File: src/rtl/dtu_pkg.sv
package dtu_pkg;
  localparam int ADDR_W = 4;

  typedef enum logic [ADDR_W-1:0] {
    A_GPT_PRE  = 4'd0,
    A_GPT_CNT  = 4'd1,
    A_GPT_CTL  = 4'd2,
    A_RTC_PRE  = 4'd3,
    A_RTC_CNT  = 4'd4,
    A_RTC_CTL  = 4'd5,
    A_SYS_CTL  = 4'd6,
    A_GPT_PLIV = 4'd8,
    A_GPT_CLIV = 4'd9,
    A_RTC_PLIV = 4'd10,
    A_RTC_CLIV = 4'd11
  } reg_addr_e;

  localparam int CTL_EN   = 0;
  localparam int CTL_PER  = 1;
  localparam int CTL_LOAD = 2;
  localparam int CTL_W    = 3;
endpackage

File: src/rtl/dtu_prescaler.sv
module dtu_prescaler #(
  parameter int W = 16
) (
  input  logic         clk,
  input  logic         rst_n,
  input  logic         run,
  input  logic         load,
  input  logic [W-1:0] reload,
  output logic [W-1:0] value,
  output logic         step
);
  localparam logic [W-1:0] ZERO = '0;

  assign step = run && (value == ZERO);

  always_ff @(posedge clk) begin
    if (!rst_n) begin
      value <= ZERO;
    end else if (load) begin
      value <= reload;
    end else if (run) begin
      value <= (value == ZERO) ? reload : value - 1'b1;
    end
  end
endmodule

File: src/rtl/dtu_channel.sv
module dtu_channel #(
  parameter int PRE_W = 16,
  parameter int CNT_W = 32
) (
  input  logic                      clk,
  input  logic                      rst_n,
  input  logic                      freeze,
  input  logic                      ctl_we,
  input  logic [dtu_pkg::CTL_W-1:0] ctl_wdata,
  input  logic [PRE_W-1:0]          pre_rld,
  input  logic [CNT_W-1:0]          cnt_rld,
  output logic                      en,
  output logic                      periodic,
  output logic [PRE_W-1:0]          pre_live,
  output logic [CNT_W-1:0]          cnt_live,
  output logic                      step,
  output logic                      underflow
);
  import dtu_pkg::*;
  localparam logic [CNT_W-1:0] CNT_ZERO = '0;

  logic run;
  logic load;

  assign run       = en && !freeze;
  assign load      = ctl_we && ctl_wdata[CTL_LOAD];
  assign underflow = step && (cnt_live == CNT_ZERO);

  dtu_prescaler #(.W(PRE_W)) u_pre (
    .clk    (clk),
    .rst_n  (rst_n),
    .run    (run),
    .load   (load),
    .reload (pre_rld),
    .value  (pre_live),
    .step   (step)
  );

  always_ff @(posedge clk) begin
    if (!rst_n) begin
      cnt_live <= CNT_ZERO;
    end else if (load) begin
      cnt_live <= cnt_rld;
    end else if (step) begin
      if (cnt_live != CNT_ZERO) cnt_live <= cnt_live - 1'b1;
      else if (periodic)        cnt_live <= cnt_rld;
    end
  end

  always_ff @(posedge clk) begin
    if (!rst_n) begin
      en       <= 1'b0;
      periodic <= 1'b0;
    end else if (ctl_we) begin
      en       <= ctl_wdata[CTL_EN];
      periodic <= ctl_wdata[CTL_PER];
    end else if (underflow && !periodic) begin
      en <= 1'b0;
    end
  end
endmodule

File: src/rtl/dtu_irq_arb.sv
module dtu_irq_arb (
  input  logic clk,
  input  logic rst_n,
  input  logic hi_evt,
  input  logic lo_evt,
  output logic irq_hi,
  output logic irq_lo
);
  logic lo_pend;

  always_ff @(posedge clk) begin
    if (!rst_n) begin
      irq_hi  <= 1'b0;
      irq_lo  <= 1'b0;
      lo_pend <= 1'b0;
    end else begin
      irq_hi <= hi_evt;
      if (hi_evt) begin
        irq_lo  <= 1'b0;
        lo_pend <= lo_pend || lo_evt;
      end else begin
        irq_lo  <= lo_pend || lo_evt;
        lo_pend <= 1'b0;
      end
    end
  end
endmodule

File: src/rtl/dtu_top.sv
module dtu_top #(
  parameter int DATA_W    = 32,
  parameter int GPT_PRE_W = 16,
  parameter int RTC_PRE_W = 8,
  parameter int CNT_W     = 32
) (
  input  logic                       clk,
  input  logic                       rst_n,
  input  logic                       wr_en,
  input  logic [dtu_pkg::ADDR_W-1:0] wr_addr,
  input  logic [DATA_W-1:0]          wr_data,
  input  logic [dtu_pkg::ADDR_W-1:0] rd_addr,
  output logic [DATA_W-1:0]          rd_data,
  input  logic                       dbg_pin,
  output logic                       rtc_tick,
  output logic                       irq_rtc,
  output logic                       irq_gpt
);
  import dtu_pkg::*;

  logic [GPT_PRE_W-1:0] gpt_pre_rld, gpt_pre_live;
  logic [RTC_PRE_W-1:0] rtc_pre_rld, rtc_pre_live;
  logic [CNT_W-1:0]     gpt_cnt_rld, gpt_cnt_live;
  logic [CNT_W-1:0]     rtc_cnt_rld, rtc_cnt_live;
  logic                 sys_dbg_en;
  logic                 freeze;
  logic                 gpt_ctl_we, rtc_ctl_we;
  logic                 gpt_en, gpt_per, rtc_en, rtc_per;
  logic                 gpt_step, rtc_step, gpt_uf, rtc_uf;

  assign freeze     = sys_dbg_en && dbg_pin;
  assign gpt_ctl_we = wr_en && (wr_addr == A_GPT_CTL);
  assign rtc_ctl_we = wr_en && (wr_addr == A_RTC_CTL);

  always_ff @(posedge clk) begin
    if (!rst_n) begin
      gpt_pre_rld <= '0;
      gpt_cnt_rld <= '0;
      rtc_pre_rld <= '0;
      rtc_cnt_rld <= '0;
      sys_dbg_en  <= 1'b0;
    end else if (wr_en) begin
      case (wr_addr)
        A_GPT_PRE: gpt_pre_rld <= wr_data[GPT_PRE_W-1:0];
        A_GPT_CNT: gpt_cnt_rld <= wr_data[CNT_W-1:0];
        A_RTC_PRE: rtc_pre_rld <= wr_data[RTC_PRE_W-1:0];
        A_RTC_CNT: rtc_cnt_rld <= wr_data[CNT_W-1:0];
        A_SYS_CTL: sys_dbg_en  <= wr_data[0];
        default:   ;
      endcase
    end
  end

  dtu_channel #(.PRE_W(GPT_PRE_W), .CNT_W(CNT_W)) u_gpt (
    .clk       (clk),
    .rst_n     (rst_n),
    .freeze    (freeze),
    .ctl_we    (gpt_ctl_we),
    .ctl_wdata (wr_data[CTL_W-1:0]),
    .pre_rld   (gpt_pre_rld),
    .cnt_rld   (gpt_cnt_rld),
    .en        (gpt_en),
    .periodic  (gpt_per),
    .pre_live  (gpt_pre_live),
    .cnt_live  (gpt_cnt_live),
    .step      (gpt_step),
    .underflow (gpt_uf)
  );

  dtu_channel #(.PRE_W(RTC_PRE_W), .CNT_W(CNT_W)) u_rtc (
    .clk       (clk),
    .rst_n     (rst_n),
    .freeze    (freeze),
    .ctl_we    (rtc_ctl_we),
    .ctl_wdata (wr_data[CTL_W-1:0]),
    .pre_rld   (rtc_pre_rld),
    .cnt_rld   (rtc_cnt_rld),
    .en        (rtc_en),
    .periodic  (rtc_per),
    .pre_live  (rtc_pre_live),
    .cnt_live  (rtc_cnt_live),
    .step      (rtc_step),
    .underflow (rtc_uf)
  );

  dtu_irq_arb u_arb (
    .clk    (clk),
    .rst_n  (rst_n),
    .hi_evt (rtc_uf),
    .lo_evt (gpt_uf),
    .irq_hi (irq_rtc),
    .irq_lo (irq_gpt)
  );

  always_ff @(posedge clk) begin
    if (!rst_n) rtc_tick <= 1'b0;
    else        rtc_tick <= rtc_step;
  end

  always_comb begin
    rd_data = '0;
    case (rd_addr)
      A_GPT_PRE:  rd_data = DATA_W'(gpt_pre_rld);
      A_GPT_CNT:  rd_data = DATA_W'(gpt_cnt_rld);
      A_GPT_CTL:  rd_data = DATA_W'({gpt_per, gpt_en});
      A_RTC_PRE:  rd_data = DATA_W'(rtc_pre_rld);
      A_RTC_CNT:  rd_data = DATA_W'(rtc_cnt_rld);
      A_RTC_CTL:  rd_data = DATA_W'({rtc_per, rtc_en});
      A_SYS_CTL:  rd_data = DATA_W'(sys_dbg_en);
      A_GPT_PLIV: rd_data = DATA_W'(gpt_pre_live);
      A_GPT_CLIV: rd_data = DATA_W'(gpt_cnt_live);
      A_RTC_PLIV: rd_data = DATA_W'(rtc_pre_live);
      A_RTC_CLIV: rd_data = DATA_W'(rtc_cnt_live);
      default:    rd_data = '0;
    endcase
  end
endmodule

File: config.mk
export PLATFORM = sky130hd
export DESIGN_NAME = dtu_top
export DESIGN_NICKNAME = d
export VERILOG_FILES = /design/src/rtl/dtu_pkg.sv /design/src/rtl/dtu_prescaler.sv /design/src/rtl/dtu_channel.sv /design/src/rtl/dtu_irq_arb.sv /design/src/rtl/dtu_top.sv
export SDC_FILE = /design/constraint.sdc
export NUM_CORES = 1
export LEC_CHECK = 0
export BUFFER_PORTS_ARGS = -buffer_cell sky130_fd_sc_hd__buf_2
export CAP_MARGIN = 10
export CELL_PAD_IN_SITES_DETAIL_PLACEMENT = 0
export CELL_PAD_IN_SITES_GLOBAL_PLACEMENT = 2
export CORE_ASPECT_RATIO = 0.8
export CORE_MARGIN = 5
export CORE_UTILIZATION = 39
export CTS_CLUSTER_DIAMETER = 120
export DETAILED_ROUTE_END_ITERATION = 10
export PLACE_DENSITY = 0.94
export SLEW_MARGIN = 25
export SYNTH_ARGS = -nofsm -noshare
export SYNTH_HDL_FRONTEND = slang
export SYNTH_HIERARCHICAL = 1
export SYNTH_SLANG_ARGS = --single-unit
File: constraint.sdc
create_clock -name clk -period 6.55 [get_ports clk]
set_input_delay 0.9825 -clock clk [delete_from_list [all_inputs] [get_ports clk]]
set_output_delay 0.9825 -clock clk [all_outputs]
set_load 0.02 [all_outputs]
; ---- Yosys cells after proc, flatten, opt, wreduce, memory -nomap -nowiden
; Cells that the tools add are included.
[classes]
n_addsub = 4
mul = 0
div = 0
magnitude_cmp = 0
eq_ne = 16
n_shift = 0
muxes = 19
n_bitwise = 1
n_reduce_logical = 42
[op_table]
columns = op, n
row1 = one-hot mux 32 bit (11 select lines), 1
row2 = 2-to-1 mux 32 bit, 8
row3 = zero test 32 bit, 2
row4 = nonzero test 32 bit, 2
row5 = subtractor 32 x 1 -> 32 bit (second input constant), 2
row6 = 2-to-1 mux 16 bit, 3
row7 = == test 4 x 3 -> 1 bit (second input constant), 6
row8 = 2-to-1 mux 8 bit, 3
row9 = == test 4 x 2 -> 1 bit (second input constant), 4
row10 = == test 4 bit (second input constant), 4
row11 = zero test 16 bit, 1
row12 = AND reduction 2 bit, 8
row13 = subtractor 16 x 1 -> 16 bit (second input constant), 1
row14 = logical AND 1 bit, 13
row15 = nonzero test 2 bit, 6
row16 = == test 4 x 1 -> 1 bit (second input constant), 2
row17 = zero test 4 bit, 2
row18 = zero test 8 bit, 1
row19 = subtractor 8 x 1 -> 8 bit (second input constant), 1
row20 = nonzero test 3 bit, 2
row21 = 2-to-1 mux 1 bit, 4
row22 = zero test 1 bit, 3
row23 = OR reduction 2 bit, 1
row24 = logical OR 1 bit, 1
row25 = inverter 1 bit, 1
[totals]
register_bits = 185
latchBits = 0
ramBits = 0
rom_bits = 0
input_bits = 44
output_inout_bits = 35
word_cells = 99
n_memories = 0

; ---- Logic depth before layout (Yosys ltp)
; Gate-level depths: netlist of the first run.
[logic_depth]
ltp_word = 8
ltp_mapped = 12
depth_no_buf = 11

; ---- Hierarchy
; The synthesis of the first run kept the hierarchy.
[modules_own_cells]
columns = module, instances, cells_each, area_per_inst_um2, seq_area_each_um2
row1 = dtu_top, 1, 589, 4815.9, 1801.7
row2 = dtu_channel, 2, 297, 2290.9, 680.7
row3 = dtu_prescaler (u_gpt.u_pre), 1, 136, 1172.4, 320.3
row4 = dtu_prescaler (u_rtc.u_pre), 1, 69, 586.8, 160.2
row5 = dtu_irq_arb, 1, 7, 93.8, 60.1

; ---- Least setup slack after synthesis of the first run
; No wires, ideal clock.
[synth_path]
path_kind = input -> register
from = input wr_addr[3] (netlist bit)
to = register u_rtc.u_pre.value[5]
arrival_ns = 3.245
required_time_ns = 6.430
setup_slack_ns = 3.185
cell_stages = 11
path_cell_list = nand3b_1 nor3b_1 nand2_1 inv_1 clkbuf_1 clkbuf_1 clkbuf_1 nor2_1 nand2_1 o21ai_1 o31a_1
[synth_between]
elab_chain_len = 4
elab_cells_between_ends = 5
[synth_lines]
columns = element, line
row1 = from (decl), dtu_top.sv:10  ; input logic [dtu_pkg::ADDR_W-1:0] wr_addr,
row2 = == test 4 x 3 -> 1 bit *, dtu_top.sv:33  ; assign rtc_ctl_we = wr_en && (wr_addr == A_RTC_CTL);
row3 = logical AND 1 bit *, dtu_top.sv:33
row4 = named net rtc_ctl_we, dtu_top.sv:27  ; logic gpt_ctl_we, rtc_ctl_we;
row5 = logical AND 1 bit *, dtu_channel.sv:26  ; assign load = ctl_we && ctl_wdata[CTL_LOAD];
row6 = named net u_rtc.load, dtu_channel.sv:23  ; logic load;
row7 = 2-to-1 mux 8 bit or nonzero test 2 bit (tied branches), -
row8 = to (signal assigned), dtu_prescaler.sv:20  ; value <= reload;
row9 = to (signal assigned), dtu_prescaler.sv:22  ; value <= (value == ZERO) ? reload : value - 1'b1;
row10 = to (decl), dtu_prescaler.sv:9  ; output logic [W-1:0] value,
; The timed path passes the listed nets; every way through them passes the cells marked *.
; A chain may end at the register's enable or synchronous reset.

; ---- Final worst setup path of the first run
[layout_path]
from = input rd_addr[1] (netlist bit)
to = output rd_data[11]
[layout_between]
elab_chain_len = 2
elab_cells_between_ends = 12
[layout_lines]
columns = element, line
row1 = from (decl), dtu_top.sv:12  ; input logic [dtu_pkg::ADDR_W-1:0] rd_addr,
row2 = == test 4 bit (tied with other cells), dtu_top.sv:102  ; case (rd_addr)
row3 = one-hot mux 32 bit (11 select lines) *, dtu_top.sv:102
row4 = to (decl), dtu_top.sv:13  ; output logic [DATA_W-1:0] rd_data,
; Mark *: on every way between the ends. The rest lies on a longest branch, timed or not.

==> results of run 1 <==
[layout by cell type (no fill, tap or decap), types with 10 or more instances in the layout]
cell type and n:
nor2_1 63, o22ai_1 38, nor4_1 25, mux2i_1 63, nor3_1 39, a21boi_0 76, nand2_1 247, nand4_1 12
and2_1 11, nor2b_1 19, inv_1 35, a221oi_1 11, buf_4 16, and3_1 10, nor3b_1 11, dfxtp_1 185
nand3_1 27, o221ai_1 10, a22oi_1 30, clkbuf_16 17, a32o_1 21, a31oi_1 10, a21oi_1 53, or3_1 20
o21ai_0 89, buf_2 77
[registers in the layout, summed over array words and instances, names as in the netlist, 8 cells and up]
signal	flops
gpt_cnt_rld	32
rtc_cnt_rld	32
u_gpt/cnt_live	32
u_rtc/cnt_live	32
gpt_pre_rld	16
u_gpt/u_pre/value	16
rtc_pre_rld	8
u_rtc/u_pre/value	8
[worst min-delay path, cell delays in order (launching register included)]
cell and delay, ns:
dfxtp_1 0.33, nand2_1 0.05, a21boi_0 0.07
[worst min path at each step]
stage | end | slack, ns | depth (start not counted)
floorplan | rtc_cnt_rld[20] | 0.45 | 2
global placement | gpt_pre_rld[6] | 0.47 | 2
detailed placement | u_arb/lo_pend | 0.48 | 2
CTS | gpt_pre_rld[8] | 0.50 | 2
global route | rtc_cnt_rld[22] | 0.51 | 2
finish | gpt_pre_rld[8] | 0.49 | 2
[cell type report]
type	count	area share
antenna	1	0.0002027
clock buffer	17	0.03447
clock inverter	15	0.01145
inverter	35	0.01064
multi-input combinational	1081	0.5647
sequential	185	0.3001
tap	370	0.03751
timing repair buffer	93	0.04095
[power by group through the flow]
stage | Combinational [W] | Clock, W | Sequential (W)
global route | 0.000257 | 0.00108 | 0.00115
CTS | 0.000235 | 0.00104 | 0.00115
floorplan | 0.000166 | 0 | 0.00117
detailed placement | 0.000234 | 0 | 0.00118
finish | 0.000241 | 0.00103 | 0.00115
global placement | 0.000233 | 0 | 0.00118
[stage by stage]
step | cell area (um2) | instances | hold WS, ns
after CTS | 12340 | 1796 | 0.4951
after detailed placement | 11770 | 1764 | 0.4805
after global routing | 12340 | 1797 | 0.5115
after floorplan | 11250 | 1395 | 0.4450
final | 12340 | 1797 | 0.4946
after global placement | 11770 | 1764 | 0.4736
[kinds of logic (layout without fill, tap and decap cells)]
logic type | Yosys count | in the layout | share of synthesized area
mux | 69 | 69 | 0.06306
xor+xnor | 6 | 6 | 0.004672
buf+inv | 129 | 160 | 0.05205
fa+ha+maj | 8 | 8 | 0.008897
compound gates | 429 | 429 | 0.2724
flops | 185 | 185 | 0.3292
simple gates | 569 | 569 | 0.2698
other cells | 0 | 1 | 0
[metal layers]
layer  up-vias  routed length [um]  global-route usage
met5         -                   0                   0
met4         0                 562             0.04630
met3        48                4238             0.06014
met2       575               17940              0.3658
met1      5618               19730              0.3886
li1       5241                   -                   -
==> results_dict.tcl, run 1 <==
set metrics [dict create \
    r2r_start "u_rtc/cnt_live[8]" \
    yosysMostFrequentCell "nand2_1" \
    hp-class "reg -> reg" \
    clk_pin_slew_ns 0.07 \
    synth_cell_types 94 \
    synth_cells 1395 \
    drt_first_pass_iters 6 \
    detail_route.wl_per_cell_um 23.64 \
    syn_avg_cell_area_um2 8.065 \
    fill_cells 2878 \
    drt_wl_total_um 42470 \
    clk_path_buf_depth 2 \
    io_pins 79 \
    route.vias.total 11480 \
    setup_viol 0 \
    clk-insertion-delay-late_ns 0.45 \
    max-cap-violations 0 \
    multi_input_area_mm2 0.006970 \
    post_cts_buffers 0 \
    power.total_w 0.002421 \
    row_count 55 \
    seq_area_mm2 0.003704 \
    fin_crit_sh 0.6254 \
    status "complete, no violations" \
    die_y_um 161.9 \
    synthTopCellsByCount "nand2_1 (247), dfxtp_1 (185), o21ai_0 (89)" \
    cp_slowest_cell "buf_2" \
    skew_ns 0.01286 \
    pwr-share-comb 0.099 \
    cts_resized 0 \
    drt_iter0_markers 1582 \
    synth.top_cells.by_area "dfxtp_1 (33%), nand2_1 (8.2%), mux2i_1 (5.6%), a21boi_0 (5.1%), o21ai_0 (4.0%)" \
    internal_power_w 0.001719 \
    swShare 0.2899 \
    r2r_cells 7 \
    cpPeakStageDelay_ns 0.54 \
    critical_path_required_ns 5.57 \
    switching_power_w 0.0007017 \
    via_per_inst 6.390 \
    synth_nets 1447 \
    grt_overflow 0 \
    cp.arrival_ns 3.11 \
    power_density_mw_per_mm2 196.1 \
    fin_setup_tns_ns 0 \
    ir_drop_mv 0.1960 \
    cp-startpoint "rd_addr[1]" \
    pre_cts_ws_ns 2.199 \
    ys_warn_count 6 \
    dp_hpwl_um 30470 \
    path_depth 7 \
    drc 0 \
    worstHoldStart "gpt_pre_rld[8]" \
    grt_pass1_wl_um 64200 \
    fin_nets 1465 \
    path_cells "buf_2 > buf_4 > nand2_1 > nor2_1 > a221oi_1 > o21ai_0 > buf_2" \
    clock-sinks 185 \
    finalHoldViolCount 0 \
    drv_slew 0 \
    tightest_slew_ns 0.9819 \
    gp_congestion 0.9351 \
    synth_edf_count 0 \
    core_mm2 0.02835 \
    worst_slack_ns 2.453 \
    grt.total_usage 0.2543 \
    slew_headroom 0.3368 \
    cts_made_buffers 17 \
    critical_path.top_delay_family "buffers and inverters" \
    crit_type "in -> out" \
    antenna_found_initial 1 \
    postCtsHoldBufs 0 \
    start_util 0.3968 \
    clkPwrFrac 0.425 \
    die-area_mm2 0.03237 \
    grt_max_degree 63 \
    start_kind "input port" \
    leakage_nw 4.444 \
    io_buffers 78 \
    grt_setup_unrepaired "no" \
    cts_tree "yes" \
    drive_above_1_share 0.1339 \
    cpMostUsedCell "buf_2" \
    synth-seq-cells 185 \
    syn_area_mm2 0.01125 \
    power_frac_seq 0.475 \
    htree_levels 4 \
    fmax_mhz 244.1 \
    cp_max_fo 30 \
    synth_flop_cell "dfxtp_1" \
    post-route-util 0.4353 \
    async_flop_share 0 \
    root_buffer "clkbuf_16" \
    chipWidth_um 199.9 \
    ant_nets 0 \
    period_minus_slack_ns 4.097 \
    ff2ff_setup_slack_ns 3.31 \
    synth_seq_area_share 0.3292 \
    timing.rr.end "u_rtc/cnt_live[9]" \
    synth_top_area_share 0.3292 \
    cp-end-kind "output pin" \
    crit_buf_inv 3 \
    synth_top_area_cell "dfxtp_1" \
    grt_pass1_vias 10400 \
    area_delta_synth_final_pct 9.709 \
    cp-endpoint "rd_data[11]" \
]
No activity file was read; power rests on OpenSTA's default activity.
==> run 2, diff against run 1 <==
- CORE_UTILIZATION: 39 -> 37
- PLACE_DENSITY: 0.94 -> 0.91
- clock period: 6.55 -> 4.22 ns (I/O delays scaled with it)
==> results_dict.tcl, run 2 (same netlist as run 1, synthesis figures left out) <==
set metrics [dict create \
    path_cells "buf_2 > nor3b_2 > nor2b_1 > buf_4 > a22oi_1 > o21ai_0 > buf_2" \
    switching_power_w 0.001091 \
    drt_wl_total_um 42950 \
    postCtsHoldBufs 0 \
    drc 0 \
    status "complete, no violations" \
    antennaDiodeCount 0 \
    detail_route.wl_per_cell_um 23.25 \
    drt_first_pass_iters 5 \
    dp_hpwl_um 31050 \
    clock-sinks 185 \
    io_buffers 78 \
    leakage_nw 4.524 \
    grt.total_usage 0.2465 \
    routed-wl-met3_um 4153 \
    ir_drop_mv 0.2762 \
    cpMostUsedCell "buf_2" \
    clkPwrFrac 0.451 \
    htree_levels 4 \
    drive_above_1_share 0.1388 \
    cp.arrival_ns 3.07 \
    area_delta_synth_final_pct 11.27 \
    post-route-util 0.4150 \
    fmax_mhz 270.3 \
    via_per_inst 6.155 \
    setup_viol 0 \
    period_minus_slack_ns 3.700 \
    fill_cells 3063 \
    pwr-share-comb 0.096 \
    drt_iter0_markers 1350 \
    maxUsedRoutingLayer "met5" \
    cp-end-kind "output pin" \
    swShare 0.2767 \
    clk_pin_slew_ns 0.08 \
    die-area_mm2 0.03402 \
    fin_nets 1473 \
    final_common_cell "nand2_1" \
    hp-class "in -> reg" \
    max-cap-violations 0 \
    fin_crit_sh 0.8768 \
    io_pins 79 \
    start_util 0.3729 \
    tightest_slew_ns 0.9557 \
    core_mm2 0.03017 \
    grt_max_degree 89 \
    grt_setup_unrepaired "no" \
    crit_type "in -> out" \
    drv_slew 0 \
    clk_path_buf_depth 2 \
    power_density_mw_per_mm2 314.9 \
    cts_made_buffers 17 \
    cts_tree "yes" \
    cp_max_fo 36 \
    cts_resized 0 \
    ant_nets 0 \
    grt_pass1_vias 10430 \
    root_buffer "clkbuf_16" \
    fin_setup_tns_ns 0 \
    skew_ns 0.01928 \
    clk-insertion-delay-late_ns 0.45 \
    chipWidth_um 205.0 \
    post_cts_buffers 0 \
    gp_congestion 0.9257 \
    die_y_um 166.0 \
    cpPeakStageDelay_ns 0.75 \
    grt_pass1_wl_um 65810 \
    slew_headroom 0.3628 \
    power_frac_seq 0.453 \
    route.vias.total 11370 \
    cp_slowest_cell "nor2b_1" \
    start_kind "input port" \
    critical_path_required_ns 3.59 \
    antenna_found_initial 1 \
    internal_power_w 0.002851 \
    met1_length_um 20090 \
    dr_wl_met2_um 18090 \
    grt_overflow 0 \
    row_count 57 \
    layout_common_cells "nand2_1 (247), dfxtp_1 (185), o21ai_0 (89)" \
    finalHoldViolCount 0 \
]
## run 2: changes by cell type in the layout (fill, tap and decap cells not counted)
cell	before	now
diode_2	1	0
inv_6	1	6
buf_4	16	24
clkinvlp_4	6	2
inv_8	4	2
bufinv_16	0	3
clkinv_4	3	1
## run 2: layout make-up
type | count | area [um2] | share of cell area
Multi-Input combinational cell | 1081 | 6970 | 0.5568
Sequential cell | 185 | 3704 | 0.2959
Timing Repair Buffer | 101 | 565.5 | 0.04518
Tap cell | 413 | 516.7 | 0.04128
Clock buffer | 17 | 425.4 | 0.03398
Clock inverter | 15 | 205.2 | 0.01639
Inverter | 35 | 131.4 | 0.01049
## run 2: metal layers
metal | up-vias | track usage
met5 | - | 0
met4 | 2 | 0.05444
met3 | 49 | 0.06638
met2 | 524 | 0.3522
met1 | 5542 | 0.3700
li1 | 5252 | -
## run 2: critical path: cells and delay by family
family                 cells  cell delay [ns]
buffers and inverters      3             0.94
and+or+nand+nor            2             1.22
AOI/OAI and AO/OA          2             0.26
## run 2: worst paths after layout
| check | start | endpoint | slack [ns] | depth (start not counted) |
|---|---|---|---|---|
| min reg2reg | gpt_pre_rld[6] | gpt_pre_rld[6] | 0.49 | 2 |
| max | rd_addr[0] | rd_data[27] | 0.52 | 7 |
| max reg2reg | u_gpt/u_pre/value[7] | u_gpt/cnt_live[7] | 0.81 | 8 |
| min | wr_data[21] | rtc_cnt_rld[21] | 0.43 | 3 |
## run 2: power by group through the flow
stage / Clock [W] / Sequential [W] / Combinational [W]
finish: 0.00178 / 0.00179 / 0.000377
global route: 0.00187 / 0.00179 / 0.000407
floorplan: 0 / 0.00181 / 0.000258
detailed placement: 0 / 0.00183 / 0.000369
global placement: 0 / 0.00183 / 0.000369
CTS: 0.00181 / 0.00179 / 0.000369
## run 2: metrics by stage
| stage | area, um2 | worst slack, ns | hold slack (ns) | total power (W) | cells |
|---|---|---|---|---|---|
| after global placement | 11890 | 0.6938 | 0.4697 | 0.002195 | 1815 |
| after detailed placement | 11890 | 0.6435 | 0.4786 | 0.002195 | 1815 |
| after CTS | 12520 | 0.6369 | 0.4124 | 0.003963 | 1847 |
| final | 12520 | 0.5198 | 0.4334 | 0.003942 | 1847 |
| after floorplan | 11250 | 1.205 | 0.4450 | 0.002071 | 1395 |
| after global routing | 12520 | 0.4603 | 0.4197 | 0.004063 | 1847 |
==> run 3, diff against run 2 <==
- REMOVE_ABC_BUFFERS: not set -> 1
==> results_dict.tcl, run 3 (same netlist as run 1, synthesis figures left out) <==
set metrics [dict create \
    status "complete, no violations" \
    grt_setup_unrepaired "no" \
    gp_congestion 0.9045 \
    critical_path.top_delay_family "buffers and inverters" \
    io_pins 79 \
    htree_levels 4 \
    grt_pass1_vias 10640 \
    max-cap-violations 0 \
    power_density_mw_per_mm2 310.8 \
    area_delta_synth_final_pct 11.37 \
    place_inst 1820 \
    chipWidth_um 205.0 \
    tightest_slew_ns 0.9052 \
    route.vias.total 11340 \
    post_cts_buffers 0 \
    antenna_found_initial 1 \
    fill_cells 3087 \
    clk_path_buf_depth 2 \
    ir_drop_mv 0.2834 \
    grt_pass1_wl_um 65320 \
    io_buffers 78 \
    grt_overflow 0 \
    skew_ns 0.01465 \
    grt_max_degree 46 \
    post-route-util 0.4153 \
    via_per_inst 6.131 \
    path_cells "buf_2 > nor3b_2 > nor2b_2 > buf_4 > a22oi_1 > o211ai_1 > buf_2" \
    cp-end-kind "output pin" \
    postCtsHoldBufs 0 \
    cts_resized 0 \
    drt_iter0_markers 1260 \
    cp.arrival_ns 2.69 \
    stdcell_count 1850 \
    antennaDiodeCount 0 \
    power.total_w 0.003894 \
    cts_tree "yes" \
    drt_first_pass_iters 5 \
    die-area_mm2 0.03402 \
    cpMostUsedCell "buf_2" \
    dp_hpwl_um 30580 \
    finalHoldViolCount 0 \
    crit_type "in -> out" \
    leakage_nw 4.534 \
    cpPeakStageDelay_ns 0.45 \
    root_buffer "clkbuf_16" \
    fin_nets 1478 \
    layout_common_cells "nand2_1 (247), dfxtp_1 (185), o21ai_0 (89)" \
    start_util 0.3729 \
    critical_path_required_ns 3.59 \
    slew_headroom 0.3942 \
    cts_made_buffers 17 \
    fin_hold_ws_ns 0.4334 \
    fmax_mhz 301.3 \
    cp_max_fo 27 \
    drive_above_1_share 0.1392 \
    die_y_um 166.0 \
    fin_setup_tns_ns 0 \
    detail_route.wl_per_cell_um 23.13 \
    period_minus_slack_ns 3.319 \
    drc 0 \
    grt.total_usage 0.2441 \
    clk_pin_slew_ns 0.08 \
    row_count 57 \
    fin_crit_sh 0.7866 \
    drv_slew 0 \
    start_kind "input port" \
    drt_wl_total_um 42790 \
    ant_nets 0 \
    crit_buf_inv 3 \
    final_common_cell "nand2_1" \
    clock-sinks 185 \
    core_mm2 0.03017 \
    hp-class "in -> reg" \
    setup_viol 0 \
    cp_slowest_cell "buf_2" \
    clk-insertion-delay-late_ns 0.44 \
]
## run 3: through the flow
step           instance area (um2)  setup WS [ns]
6_report                     12530         0.9006
3_5_place_dp                 11930         0.8232
4_1_cts                      12530         0.9107
5_1_grt                      12530         0.6939
2_1_floorplan                10800         0.6662
3_3_place_gp                 11930         0.8764
## run 3: area by class of cell
| class | instances | area [um2] | area share |
|---|---|---|---|
| multi-input combinational | 1081 | 6970 | 0.5563 |
| sequential | 185 | 3704 | 0.2956 |
| timing repair buffer | 106 | 603.1 | 0.04813 |
| tap | 413 | 516.7 | 0.04124 |
| clock buffer | 19 | 432.9 | 0.03455 |
| clock inverter | 11 | 171.4 | 0.01368 |
| inverter | 35 | 131.4 | 0.01049 |
## run 3: worst register-to-register path: stages (launching register included)
cell	delay, ns
dfxtp_1	0.38
inv_1	0.11
ha_1	0.16
nor4b_4	0.34
and4_1	0.44
and2_1	0.31
inv_1	0.17
a2bb2oi_2	0.45
nand2_1	0.50
o22ai_1	0.32
## run 3: power by group
part           leakage, nW  internal (W)  total (W)  switching (W)
Sequential            1.49       0.00176    0.00179      0.0000255
Combinational         2.75      0.000132   0.000379       0.000247
Clock                0.290      0.000990    0.00173       0.000738
Total                 4.53       0.00288    0.00389        0.00101
## run 3: worst paths after layout
kind | from | endpoint | slack (ns) | cells after the start
worst max-delay path | rd_addr[2] | rd_data[12] | 0.90 | 7
worst min register to register | gpt_cnt_rld[19] | gpt_cnt_rld[19] | 0.49 | 2
worst min-delay path | wr_data[29] | rtc_cnt_rld[29] | 0.43 | 3
worst max register to register | u_gpt/u_pre/value[0] | u_gpt/cnt_live[15] | 0.94 | 9
## run 3: metal layers
layer  GRT usage  part of all wire  up-vias
met5           0                 0        -
met4     0.04425             0.012        0
met3     0.04647             0.078       45
met2      0.3613              0.43      504
met1      0.3718              0.48     5536
li1            -                 -     5257
